<file path="src/rtl/ldseq_pkg.sv">
package ldseq_pkg;
  localparam int STEP_W = 4;

  typedef struct packed {
    logic pc_out;
    logic fld_out;
    logic ptr_out;
    logic mdr_out;
    logic mar_in;
    logic ir_in;
    logic dst_in;
    logic mem_rd;
    logic pc_inc;
    logic wait_mem;
    logic eoi;
  } ctrl_t;

  localparam ctrl_t CTRL_NONE = '0;
endpackage

</file>
<file path="src/rtl/ldseq_rst_sync.sv">
module ldseq_rst_sync #(
  parameter int STAGES = 2
) (
  input  logic clk,
  input  logic rst_n,
  output logic rst_n_sync
);
  logic [STAGES-1:0] sync_q;

  generate
    if (STAGES == 1) begin : g_single
      always_ff @(posedge clk or negedge rst_n) begin
        if (!rst_n) sync_q <= '0;
        else        sync_q <= 1'b1;
      end
    end else begin : g_chain
      always_ff @(posedge clk or negedge rst_n) begin
        if (!rst_n) sync_q <= '0;
        else        sync_q <= {sync_q[STAGES-2:0], 1'b1};
      end
    end
  endgenerate

  assign rst_n_sync = sync_q[STAGES-1];
endmodule

</file>
<file path="src/rtl/ldseq_step_ctr.sv">
module ldseq_step_ctr
  import ldseq_pkg::*;
(
  input  logic              clk,
  input  logic              rst_n,
  input  logic              stall,
  input  logic              eoi,
  output logic [STEP_W-1:0] step
);
  localparam logic [STEP_W-1:0] STEP_IDLE  = '0;
  localparam logic [STEP_W-1:0] STEP_FIRST = STEP_W'(1);

  logic [STEP_W-1:0] step_d;
  logic              step_en;

  always_comb begin
    step_en = 1'b1;
    step_d  = step + STEP_W'(1);
    if (step == STEP_IDLE) begin
      step_d = STEP_FIRST;
    end else if (eoi) begin
      step_d = STEP_FIRST;
    end else if (stall) begin
      step_en = 1'b0;
    end
  end

  always_ff @(posedge clk or negedge rst_n) begin
    if (!rst_n)       step <= STEP_IDLE;
    else if (step_en) step <= step_d;
  end


  hold_on_stall_chk: assert property (@(posedge clk) disable iff (!rst_n)
    (stall && !eoi && step != STEP_IDLE) |=> $stable(step));


  restart_after_eoi_chk: assert property (@(posedge clk) disable iff (!rst_n)
    eoi |=> (step == STEP_FIRST));
endmodule

</file>
<file path="src/rtl/ldseq_decode.sv">
module ldseq_decode
  import ldseq_pkg::*;
#(
  parameter int              OP_W    = 4,
  parameter logic [OP_W-1:0] LOAD_OP = OP_W'(2)
) (
  input  logic [STEP_W-1:0] step,
  input  logic [OP_W-1:0]   op_code,
  input  logic              mode_mi,
  input  logic              mem_done,
  output ctrl_t             ctrl,
  output logic              stall
);
  logic is_load;

  assign is_load = (op_code == LOAD_OP);

  always_comb begin
    ctrl = CTRL_NONE;
    case (step)
      STEP_W'(1): begin
        ctrl.pc_out = 1'b1;
        ctrl.mar_in = 1'b1;
        ctrl.mem_rd = 1'b1;
        ctrl.pc_inc = 1'b1;
      end
      STEP_W'(2): ctrl.wait_mem = 1'b1;
      STEP_W'(3): begin
        ctrl.mdr_out = 1'b1;
        ctrl.ir_in   = 1'b1;
      end
      STEP_W'(4): begin
        if (!is_load) begin
          ctrl.eoi = 1'b1;
        end else begin
          ctrl.fld_out = mode_mi;
          ctrl.ptr_out = !mode_mi;
          ctrl.mar_in  = 1'b1;
          ctrl.mem_rd  = 1'b1;
        end
      end
      STEP_W'(5): ctrl.wait_mem = is_load;
      STEP_W'(6): begin
        if (is_load) begin
          ctrl.mdr_out = 1'b1;
          ctrl.mar_in  = mode_mi;
          ctrl.mem_rd  = mode_mi;
          ctrl.dst_in  = !mode_mi;
          ctrl.eoi     = !mode_mi;
        end
      end
      STEP_W'(7): ctrl.wait_mem = is_load && mode_mi;
      STEP_W'(8): begin
        if (is_load && mode_mi) begin
          ctrl.mdr_out = 1'b1;
          ctrl.dst_in  = 1'b1;
          ctrl.eoi     = 1'b1;
        end
      end
      default: ctrl = CTRL_NONE;
    endcase
  end

  assign stall = ctrl.wait_mem && !mem_done;
endmodule

</file>
<file path="src/rtl/ldseq_ctrl.sv">
module ldseq_ctrl
  import ldseq_pkg::*;
#(
  parameter int              OP_W        = 4,
  parameter logic [OP_W-1:0] LOAD_OP     = OP_W'(2),
  parameter int              SYNC_STAGES = 2
) (
  input  logic            clk,
  input  logic            rst_n,
  input  logic [OP_W-1:0] op_code,
  input  logic            mode_mi,
  input  logic            mem_done,
  output logic            pc_out,
  output logic            fld_out,
  output logic            ptr_out,
  output logic            mdr_out,
  output logic            mar_in,
  output logic            ir_in,
  output logic            dst_in,
  output logic            mem_rd,
  output logic            pc_inc,
  output logic            eoi
);
  logic              rst_n_sync;
  logic [STEP_W-1:0] step;
  logic              stall;
  ctrl_t             ctrl;

  ldseq_rst_sync #(.STAGES(SYNC_STAGES)) u_rst_sync (
    .clk        (clk),
    .rst_n      (rst_n),
    .rst_n_sync (rst_n_sync)
  );

  ldseq_step_ctr u_step_ctr (
    .clk   (clk),
    .rst_n (rst_n_sync),
    .stall (stall),
    .eoi   (ctrl.eoi),
    .step  (step)
  );

  ldseq_decode #(.OP_W(OP_W), .LOAD_OP(LOAD_OP)) u_decode (
    .step     (step),
    .op_code  (op_code),
    .mode_mi  (mode_mi),
    .mem_done (mem_done),
    .ctrl     (ctrl),
    .stall    (stall)
  );

  assign pc_out  = ctrl.pc_out;
  assign fld_out = ctrl.fld_out;
  assign ptr_out = ctrl.ptr_out;
  assign mdr_out = ctrl.mdr_out;
  assign mar_in  = ctrl.mar_in;
  assign ir_in   = ctrl.ir_in;
  assign dst_in  = ctrl.dst_in;
  assign mem_rd  = ctrl.mem_rd;
  assign pc_inc  = ctrl.pc_inc;
  assign eoi     = ctrl.eoi;


  single_driver_chk: assert property (@(posedge clk) disable iff (!rst_n_sync)
    $onehot0({pc_out, fld_out, ptr_out, mdr_out}));


  data_ready_chk: assert property (@(posedge clk) disable iff (!rst_n_sync)
    mdr_out |-> $past(mem_done));


  eoi_pulse_chk: assert property (@(posedge clk) disable iff (!rst_n_sync)
    eoi |=> (!eoi && pc_out));


  read_then_wait_chk: assert property (@(posedge clk) disable iff (!rst_n_sync)
    mem_rd |=> !mem_rd);
endmodule

</file>
<file path="config.mk">
export PLATFORM = sky130hd
export DESIGN_NAME = ldseq_ctrl
export DESIGN_NICKNAME = d
export VERILOG_FILES = /design/src/rtl/ldseq_pkg.sv /design/src/rtl/ldseq_rst_sync.sv /design/src/rtl/ldseq_step_ctr.sv /design/src/rtl/ldseq_decode.sv /design/src/rtl/ldseq_ctrl.sv
export SDC_FILE = /design/constraint.sdc
export NUM_CORES = 1
export LEC_CHECK = 0
export ABC_AREA = 1
export ABC_CLOCK_PERIOD_IN_PS = 1650
export BUFFER_PORTS_ARGS = -buffer_cell sky130_fd_sc_hd__clkbuf_2
export CORE_MARGIN = 2
export CORE_UTILIZATION = 34
export CTS_CLUSTER_SIZE = 20
export DETAILED_ROUTE_END_ITERATION = 10
export GPL_ROUTABILITY_DRIVEN = 1
export GPL_TIMING_DRIVEN = 0
export PLACE_DENSITY = 0.63
export SLEW_MARGIN = 20
export SYNTH_ARGS = -nofsm -noshare
export SYNTH_HDL_FRONTEND = slang
export SYNTH_SLANG_ARGS = --single-unit
</file>
<file path="constraint.sdc">
create_clock -name clk -period 1.65 [get_ports clk]
set_input_delay 0.0825 -clock clk [delete_from_list [all_inputs] [get_ports clk]]
set_output_delay 0.0825 -clock clk [all_outputs]
set_load 0.01 [all_outputs]
</file>
==> impl_results.md <==
- GRT Total Usage: 0.122
- Layout area overhead: 49.9%
- Post-route ant nets: 0
- EDFF count, synth: 0
- Largest net degree at the start of global routing: 8
- # DRC: 0
- GP Congestion: 0.732
- Via density: 4.52
- Cell Rows: 14
- CTS tree: yes
- Critical path buffers and inverters: 4
- Critical Path Max Stage Delay: between 0.4 and 0.5 ns
- Routed vias: ~570
- Top FF cell, synth: dfrtp_1
- 1st-iter DRT viols: 13
- Psw: between 0.6 and 0.7 mW
- Placed instance area: between 600 and 700 um2
- Leakage power: 0.476 nW
- Drt total wl: between 1 and 1.5 mm
- Reg2reg start: u_step_ctr.step[1]$_DFFE_PN0P_
- Initial antenna violation count: 0
- Yosys warns: 0
- Final Cycle Share: 0.979
- Worst-case clock skew: 0.00362 ns
- Worst R2R Path Depth: 10
- Overflow after GRT: 0
- Crit end category: output pin
- H-tree depth: 1
- Initial core utilization: 0.368
- Wire per inst: 9.48 um
- Synthesized area: 567 um2
- Die height: 44.8 um
- Seq/Total Area, Yosys: 0.265
- Synthesized instance count: 81
- Final Instance Area: between 800 and 900 um2
- Fmax: 0.619 GHz
- Clock Path Buffers: 2
- CTS root buf: clkbuf_4
- RSZ-0062 raised after global routing: true
- Vias in the first global route: a little under 500
- Clock power share: 0.094
- Cell internal pwr: 0.751 mW
- Slowest-stage cell, CP: dfrtp_1
- Place WS: 0.0530 ns
- Io pins: 18
- Dpl hpwl: ~870 um
- CTS buffer count: 3
- Worst r2r dst: u_step_ctr.step[1]$_DFFE_PN0P_
- Number of diodes: 0
- Min-Delay Path Class: reg -> async
- Critical path peak fanout: 3
- Final setup viols: 0
- Setup Crit Path Kind: reg -> out
- Critical Path Source Type: flop
- Critical Path AT: 1.53 ns
- Later-pin clock latency in the skew report: 0.24 ns
- Number of port buffers: 17
- Minimum clock period: 1.62 ns
- Core ar.: between 1500 and 2000 um2
- Syn_nets: 93
- Nets: around 130
- Reg clk slew, reported paths: 0.04 ns
- Post-synth ARST share: 1.00
- Pins Over Slew Limit: 0
- Status: finished clean
- Setup ws final: 0.0340 ns
- R2R setup slack: around 0.17 ns
- Synth Register Bits: 6
- CP Data Required Time: approximately 1.6 ns
- Clock sink count: 6
- CP delay by family, top: flip-flops
- Die area: ~2000 um2
- Sw Share: 0.462
- Max_cap viols: 0
- VDD IR max: 0.740 mV
- Die Wd: 44.8 um
- Combinational power share: 0.712
- Fraction of layout cells with a size suffix above 1: 0.595
- Seq pwr share: 0.194
- First drt pass iteration count: 4
- First-pass GRT wire length: 1.83 mm
- Final Hold Vio Count: 0
- Distinct cells, synth: 19
- Most frequent CP cell: buf_4
- CP Cell Sequence: inv_2, ha_4, inv_1, nor2_4, nand2_2, o21ai_2, buf_4, buf_4
- Syn Area/Cell: between 6 and 7 um2
- Power Dens Cells: 1640 nW/um2
## metal layers
metal | vias up | global-route usage | part of all wire | wire, um
li1 | 294 | - | - | -
met1 | 257 | 0.153 | 0.42 | 508
met3 | 0 | 0.0480 | 0.081 | 97
met2 | 23 | 0.212 | 0.50 | 598
met5 | - | 0 | 0 | 0
met4 | 0 | 0 | 0 | 0
## power groups by stage
stage,registers (mW),clock network (mW),logic (mW)
after floorplan,0.255,0,0.568
after global placement,0.269,0,0.712
after detailed placement,0.270,0,0.726
after CTS,0.254,0.138,0.808
after global routing,0.274,0.143,1.12
final,0.270,0.131,0.994
## sequential cells by signal, indices dropped and copies added, names as in the netlist
register           count
u_rst_sync.sync_q      2
u_step_ctr.step        4
## final cells by class
class,instances,area (um2)
multi-input cells,55,388
repair buffers,27,178
fillers,145,692
clock buffers,3,22.5
well taps,16,20.0
inverters,17,63.8
flip-flops and latches,6,151
plain buffers,3,26.3
## how the worst max path moves through the flow
stage,startpoint,endpoint,slack (ns),cells after the start
floorplan,u_step_ctr.step[0]$_DFFE_PN0P_,mem_rd,0.11,7
global placement,u_step_ctr.step[0]$_DFFE_PN0P_,mem_rd,0.08,8
detailed placement,u_step_ctr.step[0]$_DFFE_PN0P_,mem_rd,0.05,8
CTS,u_step_ctr.step[0]$_DFFE_PN0P_,mem_rd,0.004,8
global route,u_step_ctr.step[0]$_DFFE_PN0P_,mem_rd,-0.06,8
finish,u_step_ctr.step[0]$_DFFE_PN0P_,mem_rd,0.03,8
## cell usage in the layout, fill, tap and decap left out, drive strengths merged, types with 2 or more instances in the layout
cell	netlist	final
buf	3	16
clkbuf	0	16
dfrtp	6	6
ha	4	4
inv	17	17
nand2	20	20
nand3	8	8
nor2	18	18
o21ai	2	2
## what timing repair did
item / 4_1_cts / 5_1_grt
hold buffers: 1 / 0
setup endpoints to repair: 3 / 3
pin swaps: 2 / 7
buffers inserted: 2 / 7
resized for setup: 6 / 20
hold endpoints to repair: 2 / 0
## cells in the mapped netlist, types with 2 or more instances
cell / count / area (um2)
inv_1: 12 / 45.0
nand2_2: 4 / 25.0
nand3_2: 2 / 20.0
dfrtp_1: 6 / 150
nand3_1: 6 / 30.0
inv_2: 5 / 18.8
ha_1: 4 / 50.1
nand2_1: 15 / 56.3
buf_4: 2 / 15.0
nor2_4: 4 / 45.0
nor2_1: 11 / 41.3
nor2_2: 3 / 18.8
## kinds of logic after synthesis
| logic type | after synthesis | share of synthesized area |
|---|---|---|
| adders and majority gates | 4 | 0.0883 |
| xor gates and xnor gates | 1 | 0.0155 |
| other | 1 | 0.00662 |
| DFF | 6 | 0.265 |
| AOI/OAI and AO/OA | 2 | 0.0176 |
| and+or+nand+nor | 47 | 0.448 |
| buffers and inverters | 20 | 0.159 |
## stage by stage
stage | std cells | TNS, ns | hold slack (ns) | util | total power, mW
global placement | 114 | 0 | -0.131 | 0.436 | 0.981
CTS | 120 | 0 | 0.0631 | 0.472 | 1.20
global route | 127 | -0.118 | 0.0746 | 0.551 | 1.54
detailed placement | 114 | 0 | -0.129 | 0.436 | 0.996
floorplan | 81 | 0 | -0.213 | - | 0.823
finish | 127 | 0 | 0.0563 | 0.551 | 1.40
(Power assumes the default switching activity.)
